--- config.mk ---
export PLATFORM = sky130hd
export DESIGN_NAME = nor_cmd_interp
export DESIGN_NICKNAME = d
export VERILOG_FILES = /design/src/rtl/nor_ci_pkg.sv /design/src/rtl/nor_ci_boot.sv /design/src/rtl/nor_ci_seq.sv /design/src/rtl/nor_ci_rdmux.sv /design/src/rtl/nor_cmd_interp.sv
export SDC_FILE = /design/constraint.sdc
export NUM_CORES = 1
export LEC_CHECK = 0
export BUFFER_PORTS_ARGS = -buffer_cell sky130_fd_sc_hd__buf_4
export CORE_MARGIN = 3
export CORE_UTILIZATION = 46
export CTS_CLUSTER_DIAMETER = 80
export CTS_CLUSTER_SIZE = 25
export DETAILED_ROUTE_END_ITERATION = 8
export PLACE_DENSITY = 0.86
export SETUP_SLACK_MARGIN = 0.2
export SLEW_MARGIN = 30
export SYNTH_ARGS = -nofsm -noshare
export SYNTH_HDL_FRONTEND = slang
export SYNTH_SLANG_ARGS = --single-unit
--- constraint.sdc ---
create_clock -name clk -period 6.65 [get_ports clk]
set_clock_uncertainty 0.15 [all_clocks]
set_input_delay 0.9975 -clock clk [delete_from_list [all_inputs] [get_ports clk]]
set_output_delay 0.9975 -clock clk [all_outputs]
set_load 0.01 [all_outputs]
--- src/rtl/nor_ci_pkg.sv ---
package nor_ci_pkg;
   typedef enum logic [2:0] {
      M_READ = 3'd0,
      M_AUTO = 3'd1,
      M_CFI  = 3'd2,
      M_BYP  = 3'd3,
      M_EXT  = 3'd4
   } mode_e;

   typedef enum logic [2:0] {
      RS_ARRAY = 3'd0,
      RS_ID    = 3'd1,
      RS_PROT  = 3'd2,
      RS_CFI   = 3'd3,
      RS_STAT  = 3'd4
   } rsel_e;

   typedef enum logic [3:0] {
      Q_IDLE, Q_U1, Q_U2, Q_PGM, Q_E1, Q_E2, Q_E3, Q_XEXIT, Q_BPGM, Q_BRST
   } seq_e;

   localparam logic [7:0] CB_UNLK1 = 8'hAA;
   localparam logic [7:0] CB_UNLK2 = 8'h55;
   localparam logic [7:0] CB_AUTO  = 8'h90;
   localparam logic [7:0] CB_CFI   = 8'h98;
   localparam logic [7:0] CB_BYP   = 8'h20;
   localparam logic [7:0] CB_PGM   = 8'hA0;
   localparam logic [7:0] CB_ERS   = 8'h80;
   localparam logic [7:0] CB_CHIP  = 8'h10;
   localparam logic [7:0] CB_BLK   = 8'h30;
   localparam logic [7:0] CB_RST   = 8'hF0;
   localparam logic [7:0] CB_EXTIN = 8'h88;
   localparam logic [7:0] CB_ZERO  = 8'h00;
endpackage

--- src/rtl/nor_ci_boot.sv ---
module nor_ci_boot #(
   parameter int ADDR_W    = 22,
   parameter int BLK_LSB   = 15,
   parameter bit BOOT_HIGH = 1'b1
) (
   input  logic [ADDR_W-1:0] addr,
   output logic              hit
);
   if (BOOT_HIGH) begin : g_high
      assign hit = &addr[ADDR_W-1:BLK_LSB];
   end else begin : g_low
      assign hit = ~|addr[ADDR_W-1:BLK_LSB];
   end
endmodule

--- src/rtl/nor_ci_seq.sv ---
module nor_ci_seq
   import nor_ci_pkg::*;
#(
   parameter int ADDR_W = 22,
   parameter int UNLK_W = 11
) (
   input  logic              clk,
   input  logic              rst_n,
   input  logic              wr_en,
   input  logic              busy_in,
   input  logic [ADDR_W-1:0] wr_addr,
   input  logic [7:0]        wr_data,
   input  logic              wr_boot,
   output mode_e             mode,
   output logic              prog_start,
   output logic              erase_start,
   output logic              erase_chip,
   output logic [ADDR_W-1:0] op_addr,
   output logic [7:0]        op_data,
   output logic              op_ext,
   output logic              err_clr
);
   localparam logic [UNLK_W-1:0] A_CMD = UNLK_W'('h555);
   localparam logic [UNLK_W-1:0] A_ALT = UNLK_W'('h2AA);
   localparam logic [UNLK_W-1:0] A_QRY = UNLK_W'('h055);

   mode_e base_q;
   logic  auto_q, cfi_q;
   seq_e  seq_q;
   logic  go, at_cmd, at_alt, at_qry, ext_tgt;

   always_comb begin
      go      = wr_en && !busy_in;
      at_cmd  = wr_addr[UNLK_W-1:0] == A_CMD;
      at_alt  = wr_addr[UNLK_W-1:0] == A_ALT;
      at_qry  = wr_addr[UNLK_W-1:0] == A_QRY;
      ext_tgt = (base_q == M_EXT) && wr_boot;
      if (cfi_q)       mode = M_CFI;
      else if (auto_q) mode = M_AUTO;
      else             mode = base_q;
   end

   always_ff @(posedge clk) begin
      if (!rst_n) begin
         base_q      <= M_READ;
         auto_q      <= 1'b0;
         cfi_q       <= 1'b0;
         seq_q       <= Q_IDLE;
         prog_start  <= 1'b0;
         erase_start <= 1'b0;
         erase_chip  <= 1'b0;
         op_addr     <= '0;
         op_data     <= '0;
         op_ext      <= 1'b0;
         err_clr     <= 1'b0;
      end else begin
         prog_start  <= 1'b0;
         erase_start <= 1'b0;
         err_clr     <= 1'b0;
         if (go) begin
            if (cfi_q) begin
               if (wr_data == CB_RST) begin
                  cfi_q   <= 1'b0;
                  err_clr <= 1'b1;
               end
            end else if (auto_q) begin
               if (wr_data == CB_RST) begin
                  auto_q  <= 1'b0;
                  err_clr <= 1'b1;
               end else if (at_qry && wr_data == CB_CFI) begin
                  cfi_q <= 1'b1;
               end
            end else if (base_q == M_BYP) begin
               case (seq_q)
                  Q_BPGM: begin
                     prog_start <= 1'b1;
                     op_addr    <= wr_addr;
                     op_data    <= wr_data;
                     op_ext     <= 1'b0;
                     seq_q      <= Q_IDLE;
                  end
                  Q_BRST: begin
                     if (wr_data == CB_ZERO) base_q <= M_READ;
                     seq_q <= Q_IDLE;
                  end
                  default: begin
                     if (wr_data == CB_PGM)       seq_q <= Q_BPGM;
                     else if (wr_data == CB_AUTO) seq_q <= Q_BRST;
                     else                         seq_q <= Q_IDLE;
                  end
               endcase
            end else begin
               seq_q <= Q_IDLE;
               case (seq_q)
                  Q_IDLE: begin
                     if (wr_data == CB_RST) err_clr <= 1'b1;
                     else if (at_qry && wr_data == CB_CFI) cfi_q <= 1'b1;
                     else if (at_cmd && wr_data == CB_UNLK1) seq_q <= Q_U1;
                  end
                  Q_U1: if (at_alt && wr_data == CB_UNLK2) seq_q <= Q_U2;
                  Q_U2: begin
                     if (at_cmd) begin
                        case (wr_data)
                           CB_AUTO: begin
                              if (base_q == M_EXT) seq_q <= Q_XEXIT;
                              else auto_q <= 1'b1;
                           end
                           CB_BYP:   if (base_q == M_READ) base_q <= M_BYP;
                           CB_EXTIN: if (base_q == M_READ) base_q <= M_EXT;
                           CB_PGM:   seq_q <= Q_PGM;
                           CB_ERS:   seq_q <= Q_E1;
                           CB_RST:   err_clr <= 1'b1;
                           default:  seq_q <= Q_IDLE;
                        endcase
                     end
                  end
                  Q_PGM: begin
                     prog_start <= 1'b1;
                     op_addr    <= wr_addr;
                     op_data    <= wr_data;
                     op_ext     <= ext_tgt;
                  end
                  Q_E1: if (at_cmd && wr_data == CB_UNLK1) seq_q <= Q_E2;
                  Q_E2: if (at_alt && wr_data == CB_UNLK2) seq_q <= Q_E3;
                  Q_E3: begin
                     if (at_cmd && wr_data == CB_CHIP) begin
                        erase_start <= 1'b1;
                        erase_chip  <= 1'b1;
                        op_addr     <= wr_addr;
                        op_ext      <= 1'b0;
                     end else if (wr_data == CB_BLK) begin
                        erase_start <= 1'b1;
                        erase_chip  <= 1'b0;
                        op_addr     <= wr_addr;
                        op_ext      <= ext_tgt;
                     end
                  end
                  Q_XEXIT: if (wr_data == CB_ZERO) base_q <= M_READ;
                  default: seq_q <= Q_IDLE;
               endcase
            end
         end
      end
   end
endmodule

--- src/rtl/nor_ci_rdmux.sv ---
module nor_ci_rdmux
   import nor_ci_pkg::*;
#(
   parameter int          ADDR_W  = 22,
   parameter int          BLK_LSB = 15,
   parameter logic [15:0] MFR_ID  = 16'h0020,
   parameter logic [15:0] DEV_ID  = 16'h22C7
) (
   input  mode_e                             mode,
   input  logic                              busy_in,
   input  logic [ADDR_W-1:0]                 rd_addr,
   input  logic [(1<<(ADDR_W-BLK_LSB))-1:0]  prot_map,
   input  logic                              rd_boot,
   output rsel_e                             rd_sel,
   output logic [15:0]                       rd_word,
   output logic                              rd_ext
);
   localparam int BLK_W = ADDR_W - BLK_LSB;

   logic [BLK_W-1:0] blk_idx;
   logic             unused_low;

   assign blk_idx    = rd_addr[ADDR_W-1:BLK_LSB];
   assign unused_low = ^rd_addr[BLK_LSB-1:2];
   assign rd_ext     = (mode == M_EXT) && rd_boot;

   always_comb begin
      rd_sel  = RS_ARRAY;
      rd_word = 16'h0000;
      if (busy_in) begin
         rd_sel = RS_STAT;
      end else if (mode == M_CFI) begin
         rd_sel = RS_CFI;
      end else if (mode == M_AUTO) begin
         case (rd_addr[1:0])
            2'b00: begin rd_sel = RS_ID;   rd_word = MFR_ID; end
            2'b01: begin rd_sel = RS_ID;   rd_word = DEV_ID; end
            2'b10: begin rd_sel = RS_PROT; rd_word = {15'd0, prot_map[blk_idx]}; end
            default: rd_sel = RS_ID;
         endcase
      end
   end
endmodule

--- src/rtl/nor_cmd_interp.sv ---
module nor_cmd_interp
   import nor_ci_pkg::*;
#(
   parameter int          ADDR_W    = 22,
   parameter int          BLK_LSB   = 15,
   parameter int          UNLK_W    = 11,
   parameter bit          BOOT_HIGH = 1'b1,
   parameter logic [15:0] MFR_ID    = 16'h0020,
   parameter logic [15:0] DEV_ID    = 16'h22C7
) (
   input  logic                             clk,
   input  logic                             rst_n,
   input  logic                             wr_en,
   input  logic [ADDR_W-1:0]                wr_addr,
   input  logic [7:0]                       wr_data,
   input  logic                             busy_in,
   input  logic [ADDR_W-1:0]                rd_addr,
   input  logic [(1<<(ADDR_W-BLK_LSB))-1:0] prot_map,
   output logic [2:0]                       mode_o,
   output logic [2:0]                       rd_sel,
   output logic [15:0]                      rd_word,
   output logic                             rd_ext,
   output logic                             prog_start,
   output logic                             erase_start,
   output logic                             erase_chip,
   output logic [ADDR_W-1:0]                op_addr,
   output logic [7:0]                       op_data,
   output logic                             op_ext,
   output logic                             err_clr
);
   if (ADDR_W <= BLK_LSB) begin : g_bad_blk
      $error("ADDR_W must exceed BLK_LSB");
   end
   if (ADDR_W < UNLK_W || UNLK_W < 10) begin : g_bad_unlk
      $error("UNLK_W must lie between 10 and ADDR_W");
   end

   mode_e mode;
   rsel_e sel;
   logic  wr_boot, rd_boot;

   nor_ci_boot #(.ADDR_W(ADDR_W), .BLK_LSB(BLK_LSB), .BOOT_HIGH(BOOT_HIGH))
      u_boot_wr (.addr(wr_addr), .hit(wr_boot));
   nor_ci_boot #(.ADDR_W(ADDR_W), .BLK_LSB(BLK_LSB), .BOOT_HIGH(BOOT_HIGH))
      u_boot_rd (.addr(rd_addr), .hit(rd_boot));

   nor_ci_seq #(.ADDR_W(ADDR_W), .UNLK_W(UNLK_W)) u_seq (
      .clk, .rst_n, .wr_en, .busy_in, .wr_addr, .wr_data, .wr_boot,
      .mode, .prog_start, .erase_start, .erase_chip, .op_addr, .op_data,
      .op_ext, .err_clr
   );

   nor_ci_rdmux #(.ADDR_W(ADDR_W), .BLK_LSB(BLK_LSB), .MFR_ID(MFR_ID), .DEV_ID(DEV_ID)) u_rd (
      .mode, .busy_in, .rd_addr, .prot_map, .rd_boot,
      .rd_sel(sel), .rd_word, .rd_ext
   );

   assign mode_o = mode;
   assign rd_sel = sel;
endmodule

### After elaboration in Yosys (flattened, before gate mapping)

Index checks and enable logic that the tools add are counted.

* flip-flop bits (word level): 44
* bits of input ports: 184
* memory bits (read-only): 0
* output and inout port bits: 58
* memories: 0
* latch bits: 0
* bits in writable memories: 0
* logic and storage cells: 156

* bitwise operators: 6
* add/sub/neg operators: 0
* magnitude comparators: 1
* multiply operators: 0
* reductions and logical operators: 28
* multiplexer cells: 73
* shifts and indexed selects: 0
* equality and inequality tests: 37
* div/mod/pow operators: 0

Operators with widths (number)
* $mux W22: 4
* $eq A8 B8 Y1 const B: 7
* $mux W16: 3
* $pmux W22 S2: 1
* $mux W3: 14
* $pmux W14 S3: 1
* $mux W1: 31
* $mux W4: 7
* $mux W8: 3
* $pmux W4 S5: 1
* $eq A4 B3 Y1 const B: 4
* $eq A8 B6 Y1 const B: 2
* $reduce_and A7 Y1: 2
* $ne A4 B2 Y1 const B: 3
* $pmux W3 S2: 2
* $pmux W4 S3: 1
* $reduce_and A6 Y1: 2
* $eq A11 B10 Y1 const B: 1
* $eq A11 B11 Y1 const B: 1
* $eq A11 B7 Y1 const B: 1
* $reduce_and A9 Y1: 1
* $eq A4 B2 Y1 const B: 2
* $eq A4 B4 Y1 const B: 2
* $eq A8 B5 Y1 const B: 1
* 29 further kinds: 48

### Logic depth before layout (Yosys ltp)

* depth after elaboration: 8
* mapped depth: 10
* mapped depth without buffers: 6

### Hierarchy

From an unflattened synthesis, not the netlist that was laid out.

* cells, all modules: 387
* area, all modules: 3598.5 µm²

By module, submodules not included
* nor_ci_seq: cells an instance 271, times used 1, area each 2287.2 µm², seq. area each 880.8 µm²
* nor_ci_rdmux: cells an instance 110, times used 1, area each 1281.2 µm², seq. area each 0.0 µm²
* nor_ci_boot: cells an instance 3, times used 2, area each 15.0 µm², seq. area each 0.0 µm²

### Worst setup path before layout

No wires, ideal clock.

* path type: input-to-output
* from: input port rd_addr[18]
* to: output port rd_word[0]
* required time: 5.503 ns
* arrival time: 2.682 ns
* setup slack: 2.820 ns
* path buffers: 1
* stages on the path: 7
* path through: clkbuf_1 mux4_2 mux2_2 a221oi_2 a31oi_1 and4_1 a31o_1

* cells in the longest elaborated chain, start to end: 6

Ends and longest elaborated chain
* from (decl): RTL line nor_cmd_interp.sv:17 `input logic [ADDR_W-1:0] rd_addr,`
* $bmux W1 S7: RTL line nor_ci_rdmux.sv:38 `2'b10: begin rd_sel = RS_PROT; rd_word = {15'd0, prot_map[blk_idx]}; end`
* $mux W1 (not written as such): RTL line nor_ci_rdmux.sv:38
* $pmux W14 S3: RTL line nor_ci_rdmux.sv:35 `case (rd_addr[1:0])`
* $mux W16: RTL line nor_ci_rdmux.sv:34 `end else if (mode == M_AUTO) begin`
* $mux W16: RTL line nor_ci_rdmux.sv:32 `end else if (mode == M_CFI) begin`
* $mux W16: RTL line nor_ci_rdmux.sv:30 `if (busy_in) begin`
* to (decl): RTL line nor_cmd_interp.sv:21 `output logic [15:0] rd_word,`

No other way between the ends. The select of a mux whose other input is x is not followed.

### Worst setup path in the final report

* from: input port rd_addr[16]
* to: output port rd_word[0]

Same word-level chain as after synthesis.

==> out/results.ini <==
[outcome]
status=finished clean

[clock_tree]
cts-hold-fix-buffers=0
clockRootBuffer=clkbuf_8
clock-sinks=44
post_cts_buffers=0
cts_buffers=5
cts_tree=built
cts_htree_levels=2
clockBufferDepth=2
cts_resized=0
path_clk_slew_ns=0.08
clk_latency_ns=0.29

[yosys]
synth_top_family_by_area=multiplexers
synth-simple-area-share_pct=28.4
synth_area_sq_mm=0.00364
synth-edff-count=0
synth_cell_types=54
yosysMostFrequentCell=mux2i_1
syn_inst=394
yosys-top-cells-count=mux2i_1 (46), dfxtp_1 (44), nor2b_1 (39)
synth_fa_ha_area_share_pct=0
yosysTopAreaCell=dfxtp_1
yosysWarningCount=0
synth_compound_area_share_pct=10.3
synth_top_area_share_pct=24.2
synth_xor_area_share_pct=0
yosysSeqAreaShare_pct=24.2
ys.flop_type=dfxtp_1
synth.area.mux_share_pct=29.7
synthArstFlopShare_pct=0
synth.avg_cell_area_sq_um=9.25
ys_seq_elements=44
yosys-top-cells-area=dfxtp_1 (24%), mux4_2 (15%), mux2i_1 (13%)

[pwr]
p_leak_nw=2.43
p_seq_share_pct=40.8
p_switching_w=0.000160
p_total_w=0.000647
p_per_area_mw_per_mm2=122
p_int_w=0.000488
pwr-share-comb_pct=28.2
pwr-share-clk_pct=30.9
sw_frac_of_total_pct=24.7
peakVddDrop_v=0.0000749

[sta]
finalSetupViolCount=0
hold_viol_final=0
finalSetupTns_ns=0
clock.fmax_mhz=224
fin_crit_sh_pct=67.1
tightest_slew_ns=0.717
finalMaxSlewViolations=0
rsz0062_at_grt=false
fin_crit_ns=4.46
setup_slack_ns=2.19
maxSlewHeadroom_pct=52.2

[place]
gp_congestion=0.925
place_ws_ns=2.18
place_area_sq_mm=0.00521
detailed_place_hpwl_mm=10.4
portBuffers=220

[detailed_routing]
wl_per_cell_um=18.1
ant_nets=0
finalWirelength_mm=12.4
drtIter0Drc=291
vias=3867
drc=0
dr.pass1.iters=4
vias_per_cell=5.61

[setup_path]
criticalPathCategory=in -> out
endpoint_kind=output port
critPathSlowestCell=mux4_2
max_stage_delay_ns=0.59
startpoint_type=primary input
worst_ep_arrival_time_ns=3.32
path_max_fanout=41
cpMostUsedCell=buf_4
worst-path-buf-inv=2
critPathRequiredTime_ns=5.50
cp_top_family=multiplexers
path_cells=buf_4, mux4_2, mux2_2, a221oi_2, a31oi_1, and4_1, a31o_1, buf_4

[floorplan]
die-area_sq_mm=0.00902
die_w_um=95.0
row_count=31
io_pins=242
fp.coreArea_sq_mm=0.00745
start_util_pct=48.9
die_h_um=95.0

[final_layout]
area_growth_pct=46.0
layout-drive-gt1-share_pct=45.1
diodes=0
final_area_sq_mm=0.00532
nets=773

[global_route]
overflow=0
grt_pass1_wl_mm=19.1
grt_pass1_vias=3900
grt.met1_usage_pct=31.4
antenna_found_initial=0
grt_max_degree=46
grt_util_met3_pct=4.62
top_usage_layer=met2
grt_util_all_layers_pct=26.9
grt_use_met2_pct=51.1

[job]
drv_cap=0

[hold_path]
min_path_type=reg -> reg

-- per-layer routing --
metal | share of wire (%) | up-vias
met3 | 5.8 | 18
met1 | 37 | 1851
met5 | 0 | -
met2 | 55 | 147
li1 | - | 1851
met4 | 2.0 | 0
-- cell families after synthesis --
family	Yosys count
buffers and inverters	46
AOI/OAI and AO/OA	51
DFF	44
and+or+nand+nor	175
muxes	77
other	1
-- tightest hold or removal path: cells and delay by family (launching register included) --
family           cells  cell delay, ns
AO/OA/AOI/OAI        1            0.05
flip-flops           1            0.32
AND/OR/NAND/NOR      1            0.05
-- path summary, 6_finish.rpt --
check,startpoint,endpoint,slack [ns],cells past startpoint
setup / recovery,rd_addr[16],rd_word[0],2.19,8
hold / removal,u_seq.op_ext,u_seq.op_ext,0.31,2
setup reg to reg,u_seq.seq_q[1],u_seq.op_ext,4.26,6
hold reg to reg,u_seq.op_ext,u_seq.op_ext,0.31,2
-- state kept, by name, indices dropped and copies added, names as in the netlist --
name	cells
u_seq.op_addr	22
u_seq.err_clr	1
u_seq.erase_chip	1
u_seq.auto_q	1
u_seq.erase_start	1
u_seq.op_data	8
u_seq.op_ext	1
u_seq.cfi_q	1
u_seq.prog_start	1
u_seq.seq_q	4
u_seq.base_q	3
-- placed cells by master (no fill, tap or decap), types with 6 or more instances in the layout --
cell type | Yosys | layout
buf_4 | 15 | 221
nor3_1 | 9 | 9
nor2_1 | 24 | 24
o21ai_0 | 9 | 9
mux4_2 | 24 | 24
nor4_1 | 8 | 8
conb_1 | 1 | 8
mux2i_1 | 46 | 46
o21ai_1 | 7 | 7
inv_1 | 6 | 6
or3_1 | 7 | 7
mux2_2 | 6 | 6
and2_1 | 6 | 6
nand2b_1 | 12 | 12
dfxtp_1 | 44 | 44
nand3_1 | 11 | 11
nand4_1 | 12 | 12
nor2b_1 | 39 | 39
nand2_1 | 16 | 16
a21boi_1 | 7 | 7
-- through the flow --
stage	cells	util, %	hold WS [ns]
after floorplan	401	-	0.315
after global routing	689	71.4	0.336
after global placement	681	70.0	0.295
after CTS	689	71.4	0.310
after detailed placement	681	70.0	0.300
final	689	71.4	0.310
-- layout make-up --
cell class                 count  area, sq um
tap                           99          124
timing repair buffer         221         1660
multi-input combinational    311         2530
sequential                    44          881
fill                         592         2130
clock inverter                 2         35.0
inverter                       6         22.5
clock buffer                   6         72.6
-- power by group through the flow --
stage / Combinational, W / Sequential (W) / Clock (W)
finish: 0.000183 / 0.000264 / 0.000200
detailed placement: 0.000182 / 0.000271 / 0
global placement: 0.000178 / 0.000271 / 0
global route: 0.000197 / 0.000264 / 0.000212
floorplan: 0.0000907 / 0.000270 / 0
CTS: 0.000182 / 0.000264 / 0.000202
Note: power is estimated with default switching activity, not from simulation.
